**config.mk**
```make
export PLATFORM = sky130hd
export DESIGN_NAME = i2c_page_slave
export DESIGN_NICKNAME = d
export VERILOG_FILES = /design/src/rtl/i2cpg_pkg.sv /design/src/rtl/i2cpg_ctrl.sv /design/src/rtl/i2cpg_data.sv /design/src/rtl/i2c_page_slave.sv
export SDC_FILE = /design/constraint.sdc
export NUM_CORES = 1
export LEC_CHECK = 0
export BUFFER_PORTS_ARGS = -buffer_cell sky130_fd_sc_hd__buf_2
export CORE_MARGIN = 2
export CORE_UTILIZATION = 25
export DETAILED_ROUTE_END_ITERATION = 6
export SYNTH_ARGS = -nofsm -noshare
export SYNTH_HDL_FRONTEND = slang
export SYNTH_SLANG_ARGS = --single-unit
```
**constraint.sdc**
```tcl
create_clock -name clk -period 3.1 [get_ports clk]
set_input_delay 0.31 -clock clk [delete_from_list [all_inputs] [get_ports clk]]
set_output_delay 0.31 -clock clk [all_outputs]
set_load 0.005 [all_outputs]
```
**src/rtl/i2cpg_pkg.sv**
```systemverilog
package i2cpg_pkg;
  localparam int BYTE_W = 8;
  localparam int CNT_W  = 4;

  typedef enum logic [2:0] {
    ST_IDLE,
    ST_ADDR,
    ST_REG,
    ST_WDATA,
    ST_RDATA
  } busState_t;

  // strobes from the bus control to the datapath
  typedef struct packed {
    logic shiftIn;
    logic setPtr;
    logic wrByte;
    logic incPtr;
    logic loadTx;
    logic shiftTx;
  } strobe_t;
endpackage

```
**src/rtl/i2cpg_ctrl.sv**
```systemverilog
module i2cpg_ctrl
  import i2cpg_pkg::*;
(
  input  logic    clk,
  input  logic    rstN,
  input  logic    sclIn,
  input  logic    sdaIn,
  input  logic    addrMatch,
  input  logic    isRead,
  input  logic    txMsb,
  output logic    sclS,
  output logic    sdaS,
  output strobe_t strb,
  output logic    sdaOe
);
  localparam logic [CNT_W-1:0] LAST_BIT = CNT_W'(BYTE_W);
  localparam logic [CNT_W-1:0] ACK_BIT  = CNT_W'(BYTE_W + 1);

  logic [1:0] sclPipe, sdaPipe;
  logic sclQ, sdaQ;
  logic sclRise, sclFall, startDet, stopDet;

  busState_t state, stNext;
  logic [CNT_W-1:0] bitCnt, cntNext;
  logic ackOe, ackNext, driveTx, drvNext, rdMode, rdNext, mNack, nackNext;

  always_ff @(posedge clk or negedge rstN) begin
    if (!rstN) begin
      sclPipe <= 2'b11;
      sdaPipe <= 2'b11;
      sclQ    <= 1'b1;
      sdaQ    <= 1'b1;
    end else begin
      sclPipe <= {sclPipe[0], sclIn};
      sdaPipe <= {sdaPipe[0], sdaIn};
      sclQ    <= sclPipe[1];
      sdaQ    <= sdaPipe[1];
    end
  end

  assign sclS     = sclPipe[1];
  assign sdaS     = sdaPipe[1];
  assign sclRise  = sclS & ~sclQ;
  assign sclFall  = ~sclS & sclQ;
  assign startDet = sclS & sclQ & sdaQ & ~sdaS;
  assign stopDet  = sclS & sclQ & ~sdaQ & sdaS;

  always_comb begin
    stNext   = state;
    cntNext  = bitCnt;
    ackNext  = ackOe;
    drvNext  = driveTx;
    rdNext   = rdMode;
    nackNext = mNack;
    strb     = '0;
    if (startDet) begin
      stNext  = ST_ADDR;
      cntNext = '0;
      ackNext = 1'b0;
      drvNext = 1'b0;
    end else if (stopDet) begin
      stNext  = ST_IDLE;
      cntNext = '0;
      ackNext = 1'b0;
      drvNext = 1'b0;
    end else if (state != ST_IDLE) begin
      if (sclRise) begin
        if (bitCnt < LAST_BIT) begin
          cntNext = bitCnt + 1'b1;
          if (state != ST_RDATA) strb.shiftIn = 1'b1;
        end else if (bitCnt == ACK_BIT && state == ST_RDATA) begin
          nackNext    = sdaS;
          strb.incPtr = ~sdaS;
        end
      end else if (sclFall) begin
        if (bitCnt == LAST_BIT) begin
          cntNext = ACK_BIT;
          case (state)
            ST_ADDR: begin
              if (addrMatch) begin
                ackNext = 1'b1;
                rdNext  = isRead;
              end else begin
                stNext  = ST_IDLE;
                cntNext = '0;
              end
            end
            ST_REG: begin
              ackNext     = 1'b1;
              strb.setPtr = 1'b1;
            end
            ST_WDATA: begin
              ackNext     = 1'b1;
              strb.wrByte = 1'b1;
            end
            default: drvNext = 1'b0;  // controller owns SDA for its ack
          endcase
        end else if (bitCnt == ACK_BIT) begin
          ackNext = 1'b0;
          cntNext = '0;
          case (state)
            ST_ADDR: begin
              if (rdMode) begin
                stNext      = ST_RDATA;
                strb.loadTx = 1'b1;
                drvNext     = 1'b1;
              end else begin
                stNext = ST_REG;
              end
            end
            ST_REG: stNext = ST_WDATA;
            ST_RDATA: begin
              if (mNack) begin
                stNext = ST_IDLE;
              end else begin
                strb.loadTx = 1'b1;
                drvNext     = 1'b1;
              end
            end
            default: ;
          endcase
        end else if (state == ST_RDATA && bitCnt != '0) begin
          strb.shiftTx = 1'b1;
        end
      end
    end
  end

  always_ff @(posedge clk or negedge rstN) begin
    if (!rstN) begin
      state   <= ST_IDLE;
      bitCnt  <= '0;
      ackOe   <= 1'b0;
      driveTx <= 1'b0;
      rdMode  <= 1'b0;
      mNack   <= 1'b0;
    end else begin
      state   <= stNext;
      bitCnt  <= cntNext;
      ackOe   <= ackNext;
      driveTx <= drvNext;
      rdMode  <= rdNext;
      mNack   <= nackNext;
    end
  end

  assign sdaOe = ackOe | (driveTx & ~txMsb);
endmodule

```
**src/rtl/i2cpg_data.sv**
```systemverilog
module i2cpg_data
  import i2cpg_pkg::*;
#(
  parameter logic [4:0]        ADDR_HI   = 5'b11101,
  parameter logic [BYTE_W-1:0] CMD_ADDR  = 8'hFD,
  parameter logic [BYTE_W-1:0] FUNC_PAGE = 8'h0B
) (
  input  logic              clk,
  input  logic              rstN,
  input  logic              sclS,
  input  logic              sdaS,
  input  logic              strapPin,
  input  logic              shutdown,
  input  strobe_t           strb,
  input  logic [BYTE_W-1:0] regRData,
  output logic              addrMatch,
  output logic              isRead,
  output logic              txMsb,
  output logic              regWe,
  output logic [BYTE_W-1:0] regPage,
  output logic [BYTE_W-1:0] regAddr,
  output logic [BYTE_W-1:0] regWData
);
  logic [BYTE_W-1:0] rxShift, txShift, ptr, page, rdVal;
  logic [1:0] strapPipe, strapBits;
  logic strapS, diffScl, diffSda;

  // strap pin follows the same synchronizer depth as the bus lines
  always_ff @(posedge clk or negedge rstN) begin
    if (!rstN) begin
      strapPipe <= 2'b11;
      diffScl   <= 1'b0;
      diffSda   <= 1'b0;
    end else begin
      strapPipe <= {strapPipe[0], strapPin};
      if (strapS != sclS) diffScl <= 1'b1;
      if (strapS != sdaS) diffSda <= 1'b1;
    end
  end

  assign strapS = strapPipe[1];

  always_comb begin
    if (!diffScl)      strapBits = 2'b01;
    else if (!diffSda) strapBits = 2'b10;
    else               strapBits = {2{strapS}};
  end

  assign addrMatch = (rxShift[BYTE_W-1:1] == {ADDR_HI, strapBits});
  assign isRead    = rxShift[0];

  always_comb begin
    if (ptr == CMD_ADDR)                        rdVal = page;
    else if (page == FUNC_PAGE || shutdown)     rdVal = regRData;
    else                                        rdVal = '0;
  end

  always_ff @(posedge clk or negedge rstN) begin
    if (!rstN) begin
      rxShift <= '0;
      txShift <= '0;
      ptr     <= '0;
      page    <= '0;
    end else begin
      if (strb.shiftIn) rxShift <= {rxShift[BYTE_W-2:0], sdaS};
      if (strb.setPtr)  ptr <= rxShift;
      if (strb.wrByte) begin
        if (ptr == CMD_ADDR) page <= rxShift;
        ptr <= ptr + 1'b1;
      end
      if (strb.incPtr)  ptr <= ptr + 1'b1;
      if (strb.loadTx)       txShift <= rdVal;
      else if (strb.shiftTx) txShift <= {txShift[BYTE_W-2:0], 1'b0};
    end
  end

  assign txMsb    = txShift[BYTE_W-1];
  assign regWe    = strb.wrByte && (ptr != CMD_ADDR);
  assign regAddr  = ptr;
  assign regPage  = page;
  assign regWData = rxShift;
endmodule

```
**src/rtl/i2c_page_slave.sv**
```systemverilog
module i2c_page_slave
  import i2cpg_pkg::*;
#(
  parameter logic [4:0]        ADDR_HI   = 5'b11101,
  parameter logic [BYTE_W-1:0] CMD_ADDR  = 8'hFD,
  parameter logic [BYTE_W-1:0] FUNC_PAGE = 8'h0B
) (
  input  logic              clk,
  input  logic              rstN,
  input  logic              sclIn,
  input  logic              sdaIn,
  input  logic              strapPin,
  input  logic              shutdown,
  output logic              sdaOe,
  output logic              regWe,
  output logic [BYTE_W-1:0] regPage,
  output logic [BYTE_W-1:0] regAddr,
  output logic [BYTE_W-1:0] regWData,
  input  logic [BYTE_W-1:0] regRData
);
  logic    sclS, sdaS, addrMatch, isRead, txMsb;
  strobe_t strb;

  i2cpg_ctrl ctrl_i (
    .clk(clk), .rstN(rstN), .sclIn(sclIn), .sdaIn(sdaIn),
    .addrMatch(addrMatch), .isRead(isRead), .txMsb(txMsb),
    .sclS(sclS), .sdaS(sdaS), .strb(strb), .sdaOe(sdaOe)
  );

  i2cpg_data #(.ADDR_HI(ADDR_HI), .CMD_ADDR(CMD_ADDR), .FUNC_PAGE(FUNC_PAGE)) data_i (
    .clk(clk), .rstN(rstN), .sclS(sclS), .sdaS(sdaS), .strapPin(strapPin),
    .shutdown(shutdown), .strb(strb), .regRData(regRData),
    .addrMatch(addrMatch), .isRead(isRead), .txMsb(txMsb), .regWe(regWe),
    .regPage(regPage), .regAddr(regAddr), .regWData(regWData)
  );
endmodule

```
### Yosys cells after proc, flatten, opt, wreduce, memory -nomap -nowiden

Index checks and enable logic that the tools add are counted.

* bits in latches: 0
* memories: 0
* bits in read-only memories: 0
* bits in writable memories: 0
* input port bits: 14
* bits in registers: 53

* eq/ne operators: 24
* mux-type cells: 74
* div/mod/pow operators: 0
* $add $sub $neg: 2
* shifts and indexed selects: 0
* $lt $le $gt $ge: 1
* reductions and logical operators: 23
* bitwise gates (word level): 18
* multiply operators: 0

Operators with widths (number)
* 8-bit two-way mux: 7
* 4-bit two-way mux: 10
* 3-bit two-way mux: 11
* 1-bit two-way mux: 31
* 8-bit AND reduction: 3
* 6-bit two-way mux: 3
* 2-bit two-way mux: 8
* 5-bit by 3-bit inequality test with 1-bit output, second input constant: 3
* 4-bit by 2-bit inequality test with 1-bit output, second input constant: 3
* 6-bit AND reduction: 2
* 3-bit nonzero test: 4
* 4-bit nonzero test: 3
* 5-bit nonzero test: 2
* 1-bit inverter: 9
* 3-bit one-hot mux with 3 select lines: 1
* 8-bit by 1-bit adder with 8-bit output, second input constant: 1
* 1-bit AND: 8
* 4-bit equality test, second input constant: 2
* 8-bit by 4-bit equality test with 1-bit output, second input constant: 1
* 8-bit equality test, second input constant: 1
* 8-bit inequality test, second input constant: 1
* 7-bit equality test: 1
* 3-bit by 2-bit equality test with 1-bit output, second input constant: 2
* 3-bit inequality test, second input constant: 2
* 18 further kinds: 23

### Logic depth before layout (Yosys ltp)

* depth after elaboration: 13
* gate-level depth with buffers: 9

### Hierarchy

From an unflattened synthesis, not the netlist that was laid out.

* cells, all modules: 265
* area, all modules: 2839.0 um^2

By module, submodules not included
* i2cpg_data: cells each 146, area each 1721.7 um^2, times used 1, seq. area each 903.4 um^2
* i2cpg_ctrl: cells each 119, area each 1117.3 um^2, times used 1, seq. area each 432.9 um^2

### Least setup slack after synthesis

OpenSTA, ideal clock, no wires.

* path type: reg2reg
* start: register ctrl_i.sclQ
* end: register data_i.ptr[4] (netlist: data_i.regAddr[4])
* path buffers: 1
* clock period less this slack: 2.383 ns
* path slack: 0.717 ns
* stages on the path, launching flop included: 9
* arrival time: 2.257 ns
* cells stage by stage: dfstp_2 -> inv_1 -> ha_1 -> buf_4 -> nand2b_2 -> a2111oi_4 -> nand2_2 -> mux2_4 -> a221o_1

* longest elaborated chain between the ends: 8
* elaborated cells on any way between the ends: 17

RTL lines
* start, declared: line i2cpg_ctrl.sv:20 `logic sclQ, sdaQ;`
* start signal, assigned: line i2cpg_ctrl.sv:36 `sclQ <= sclPipe[1];`
* 1-bit AND / 1-bit inverter (equally long branches): line i2cpg_ctrl.sv:44, i2cpg_ctrl.sv:43
* 2-bit two-way mux / 1-bit AND (equally long branches): line i2cpg_ctrl.sv:75, i2cpg_ctrl.sv:43
* 2-bit two-way mux: line i2cpg_ctrl.sv:67 `if (sclRise) begin`
* 6-bit two-way mux: line i2cpg_ctrl.sv:66 `end else if (state != ST_IDLE) begin`
* 6-bit two-way mux: line i2cpg_ctrl.sv:61 `end else if (stopDet) begin`
* 6-bit two-way mux *: line i2cpg_ctrl.sv:56 `if (startDet) begin`
* 8-bit two-way mux: line i2cpg_data.sv:67 `if (strb.wrByte) begin`
* 8-bit two-way mux: line i2cpg_data.sv:71 `if (strb.incPtr) ptr <= ptr + 1'b1;`
* end signal, assigned: line i2cpg_data.sv:66 `if (strb.setPtr) ptr <= rxShift;`
* end signal, assigned: line i2cpg_data.sv:69 `ptr <= ptr + 1'b1;`
* end signal, assigned: line i2cpg_data.sv:71
* end, declared: line i2cpg_data.sv:24 `logic [BYTE_W-1:0] rxShift, txShift, ptr, page, rdVal;`

Every way passes the cells marked *; elsewhere a longest branch is shown, timed or not.
A chain may end at the register's enable or synchronous reset.

### Worst setup path in the final report

* start: register ctrl_i.sclPipe[1]
* end: register data_i.ptr[4] (netlist: data_i.regAddr[4])

* longest elaborated chain between the ends: 9
* elaborated cells on any way between the ends: 17

RTL lines
* start, declared: line i2cpg_ctrl.sv:19 `logic [1:0] sclPipe, sdaPipe;`
* start signal, assigned: line i2cpg_ctrl.sv:34 `sclPipe <= {sclPipe[0], sclIn};`
* 1-bit inverter: line i2cpg_ctrl.sv:44 `assign sclFall = ~sclS & sclQ;`
* 1-bit AND: line i2cpg_ctrl.sv:44
* 2-bit two-way mux: line i2cpg_ctrl.sv:75 `end else if (sclFall) begin`
* 2-bit two-way mux: line i2cpg_ctrl.sv:67
* 6-bit two-way mux: line i2cpg_ctrl.sv:66
* 6-bit two-way mux: line i2cpg_ctrl.sv:61
* 6-bit two-way mux *: line i2cpg_ctrl.sv:56
* 8-bit two-way mux: line i2cpg_data.sv:67
* 8-bit two-way mux: line i2cpg_data.sv:71

Marks and branches as above.

==> summary.md <==
| Metric | Value |
|---|---|
| Final core occ | `30.0%` |
| TritonCTS clock tree | `yes` |
| Flops & latches, synth | `between 50 and 60` |
| Initial antenna violation count | `0` |
| Max Clk Rate | `0.392 GHz` |
| Pre-CTS setup slack | `0.566 ns` |
| Pwr/cell area | `643 nW/um2` |
| Placed Area | `3290 um2` |
| P_leak | `around 1.5 nW` |
| Share of cells above drive strength 1 | `28.8%` |
| Top-level I/O count | `40` |
| GRT met1 Usage | `15.5%` |
| Worst VDD drop | `0.298 mV` |
| Crit path launch | `ctrl_i.sclPipe[1]$_DFF_PN1_` |
| CP Launch Type | `register` |
| GRT Residual Overflow | `0` |
| Routed vias | `2,350` |
| Total GRT Usage | `11.0%` |
| Vias in the first global route | `2,357` |
| Synthesized Nets | `between 300 and 400` |
| Warning count from the yosys run | `0` |
| Post-CTS sizing | `0` |
| Kind of critical path | `register to register` |
| CTS Buf Count | `5` |
| Clock Latency Late Sink | `0.29 ns` |
| Core region area | `11,500 um2` |
| DPL Wire Length | `5010 um` |
| Syn_area_per_cell | `10.4 um2` |
| Syn Inst Count | `284` |
| Tcrit/Tclk final | `82.4%` |
| # rows | `39` |
| Arrival @ worst endpoint | `2.73 ns` |
| Antenna cells | `0` |
| Post-synth EDFFs | `0` |
| DIE AREA | `12,700 um2` |
| Post-CTS Repair Setup Buffers | `0` |
| Grt met2 use | `17.5%` |
| FF-to-FF Start | `ctrl_i.sclPipe[1]$_DFF_PN1_` |
| Design Area, Final | `3440 um2` |
| Max-Cap Viols | `0` |
| Number of cells on the worst reg-to-reg path | `6` |
| Final setup TNS | `0 ns` |
| Fin worst setup slack | `approximately 0.55 ns` |
| GR met3 Demand/Resource | `1.73%` |
| Antenna viol nets, final | `0` |
| Routability congestion estimate from global placement | `0.824` |
| Initial cell density of the core | `25.7%` |
| First-pass GRT wire length | `roughly 12,000 um` |
| Worst Skew | `0.00883 ns` |
| Post-Syn Area | `2950 um2` |
| Setup violations, final | `0` |
| DRC viols | `0` |
| Final net count | `347` |
| Buffers on Ports | `39` |
| Die H | `113 um` |
| CTS Sinks | `53` |
| Area Overhead vs Synth | `16.8%` |
| Dominant synthesized flop cell | `dfrtp_1` |
| Min Tclk post-route | `~2.6 ns` |
| Hold Crit Class | `input pin to register` |
| H-tree lvl count | `2` |
| Critical path peak fanout | `14` |
| Worst Max-Slew Pin Slew | `1.09 ns` |
| Worst min-delay path startpoint | `sclIn` |
| Clk root buf | `clkbuf_16` |
| Chip width | `113 um` |
| Hold Crit Depth | `1` |
| Netlist cell types | `64` |
| Kind of end point of the critical path | `register` |
| Slew HR | `27.0%` |
| Seq/Total Area, Yosys | `45.4%` |
| Status | `complete, no violations` |
| Hold Buf Count CTS | `0` |
| Routed WL per cell | `around 15 um` |
| Largest net degree at the start of global routing | `49` |
| DR vias/cell | `5.01` |
| RSZ-0062 raised after global routing | `false` |
| Asr flop ratio synth | `100%` |
| Pre-antenna DRT Iters | `4` |
| Drt initial violations | `about 140` |
| Final number of max-transition violations | `0` |
| Routed WL | `between 6000 and 7000 um` |
| Final Hold Viols | `0` |
| Reg clk slew, reported paths | `roughly 0.080 ns` |
| Required @ worst endpoint | `3.28 ns` |
| Max Root-Sink Buffers | `2` |
| Gr busiest metal | `met2` |
| Total power | `2.21 mW` |
[kinds of logic (layout without fill, tap and decap cells)]
group,Yosys count,in the layout,synth area share (%)
XOR/XNOR,3,3,1.15
buffers and inverters,28,70,4.80
AND/OR/NAND/NOR,93,93,18.1
AO/OA/AOI/OAI,78,78,19.2
adder cells (fa/ha/maj),8,8,3.40
multiplexers,21,21,8.03
flip-flops,53,53,45.4
[cells in the final DEF (no fill, tap or decap), types with 2 or more instances in the layout]
master,count
nor3_1,5
a31oi_1,6
nor2_1,16
clkbuf_16,5
or2_2,2
o21ai_0,16
xnor2_1,2
nor4b_1,2
nor4_1,2
or3_1,2
inv_1,17
nor3b_1,4
ha_1,8
a22oi_1,2
dfrtp_1,45
nand2_1,18
mux2i_1,3
a211oi_1,3
a31o_2,2
nand4_1,4
mux2_2,17
o32ai_1,3
nand3b_1,2
a221o_1,7
nand2b_1,3
a41oi_1,2
dfstp_2,8
buf_2,39
buf_4,6
nor2b_1,5
a21o_1,4
a21oi_1,20
nand3_1,14
[power by group]
group | switching, mW | internal, mW | leakage (nW)
Combinational | 0.332 | 0.287 | 0.810
Clock | 0.277 | 0.310 | 0.0763
Sequential | 0.200 | 0.807 | 0.641
[Yosys cell counts, drive strengths merged (2+ instances only)]
cell type   n  area [um2]
xnor2       2        17.5
nand2      19        73.8
nand3b      3        35.0
a211oi      3        22.5
a31oi       7        58.8
o32ai       3        26.3
buf         4        31.3
nand3      14        70.1
a41oi       2        17.5
mux2i       3        30.0
o21ai      16        80.1
a221o       7        70.1
a21oi      20         100
nor2b       5        31.3
or2         2        12.5
a2111oi     2        42.5
nor3        5        25.0
ha          8         100
nor3b       4        30.0
a21o        4        30.0
dfstp       8         210
nand2b      4        27.5
nor4        2        12.5
or3         2        12.5
nand4       5        37.5
and2        2        13.8
nor2       16        60.1
clkbuf      7        46.3
a22oi       2        15.0
inv        17        63.8
nor4b       2        17.5
mux2       18         206
dfrtp      45        1130
a31o        2        17.5
[path summary, 6_finish.rpt]
kind	to	slack, ns
setup reg to reg	data_i.regAddr[4]$_DFFE_PN0P_	0.55
hold reg to reg	data_i.strapPipe[1]$_DFF_PN1_	0.36
setup / recovery	data_i.regAddr[4]$_DFFE_PN0P_	0.55
max in group asynchronous	data_i.strapPipe[1]$_DFF_PN1_	2.09
min in group asynchronous	ctrl_i.bitCnt[2]$_DFFE_PN0P_	0.20
hold / removal	ctrl_i.sclPipe[0]$_DFF_PN1_	0.11
[cell type report]
| cell class | count | area (um2) |
|---|---|---|
| clock buffers | 5 | 125 |
| fillers | 1175 | 8030 |
| flip-flops and latches | 53 | 1340 |
| repair buffers | 45 | 240 |
| multi-input cells | 203 | 1470 |
| inverters | 17 | 63.8 |
| clock inverters | 3 | 28.8 |
| well taps | 143 | 179 |
[per-stage QoR]
step	hold slack, ns	instances
after floorplan	0.0144	284
after global placement	0.346	461
after detailed placement	0.347	461
after CTS	0.101	469
after global routing	0.105	469
final	0.107	469
[metal layers]
metal	part of all wire [%]	wire length, um	vias to the layer above
met3	2.3	162	9
met2	47	3260	38
li1	-	-	1139
met5	0	0	-
met1	49	3410	1164
met4	1.1	76	0
[sequential cells by signal, indices dropped and copies added, names as in the netlist]
name	cells
ctrl_i.mNack	1
ctrl_i.driveTx	1
ctrl_i.sclQ	1
ctrl_i.rdMode	1
ctrl_i.bitCnt	4
data_i.strapPipe	2
ctrl_i.sdaPipe	2
ctrl_i.ackOe	1
data_i.regPage	8
data_i.txShift	8
ctrl_i.state	3
data_i.regWData	8
data_i.regAddr	8
data_i.diffScl	1
ctrl_i.sdaQ	1
ctrl_i.sclPipe	2
data_i.diffSda	1
[worst max-delay path, stage by stage, from the launching register on]
cell       delay, ns
dfstp_2         0.58
ha_1            0.34
nand4bb_1       0.19
a2111oi_2       0.54
a31oi_4         0.16
mux2_4          0.34
a221o_1         0.29
Note: power is estimated with default switching activity, not from simulation.
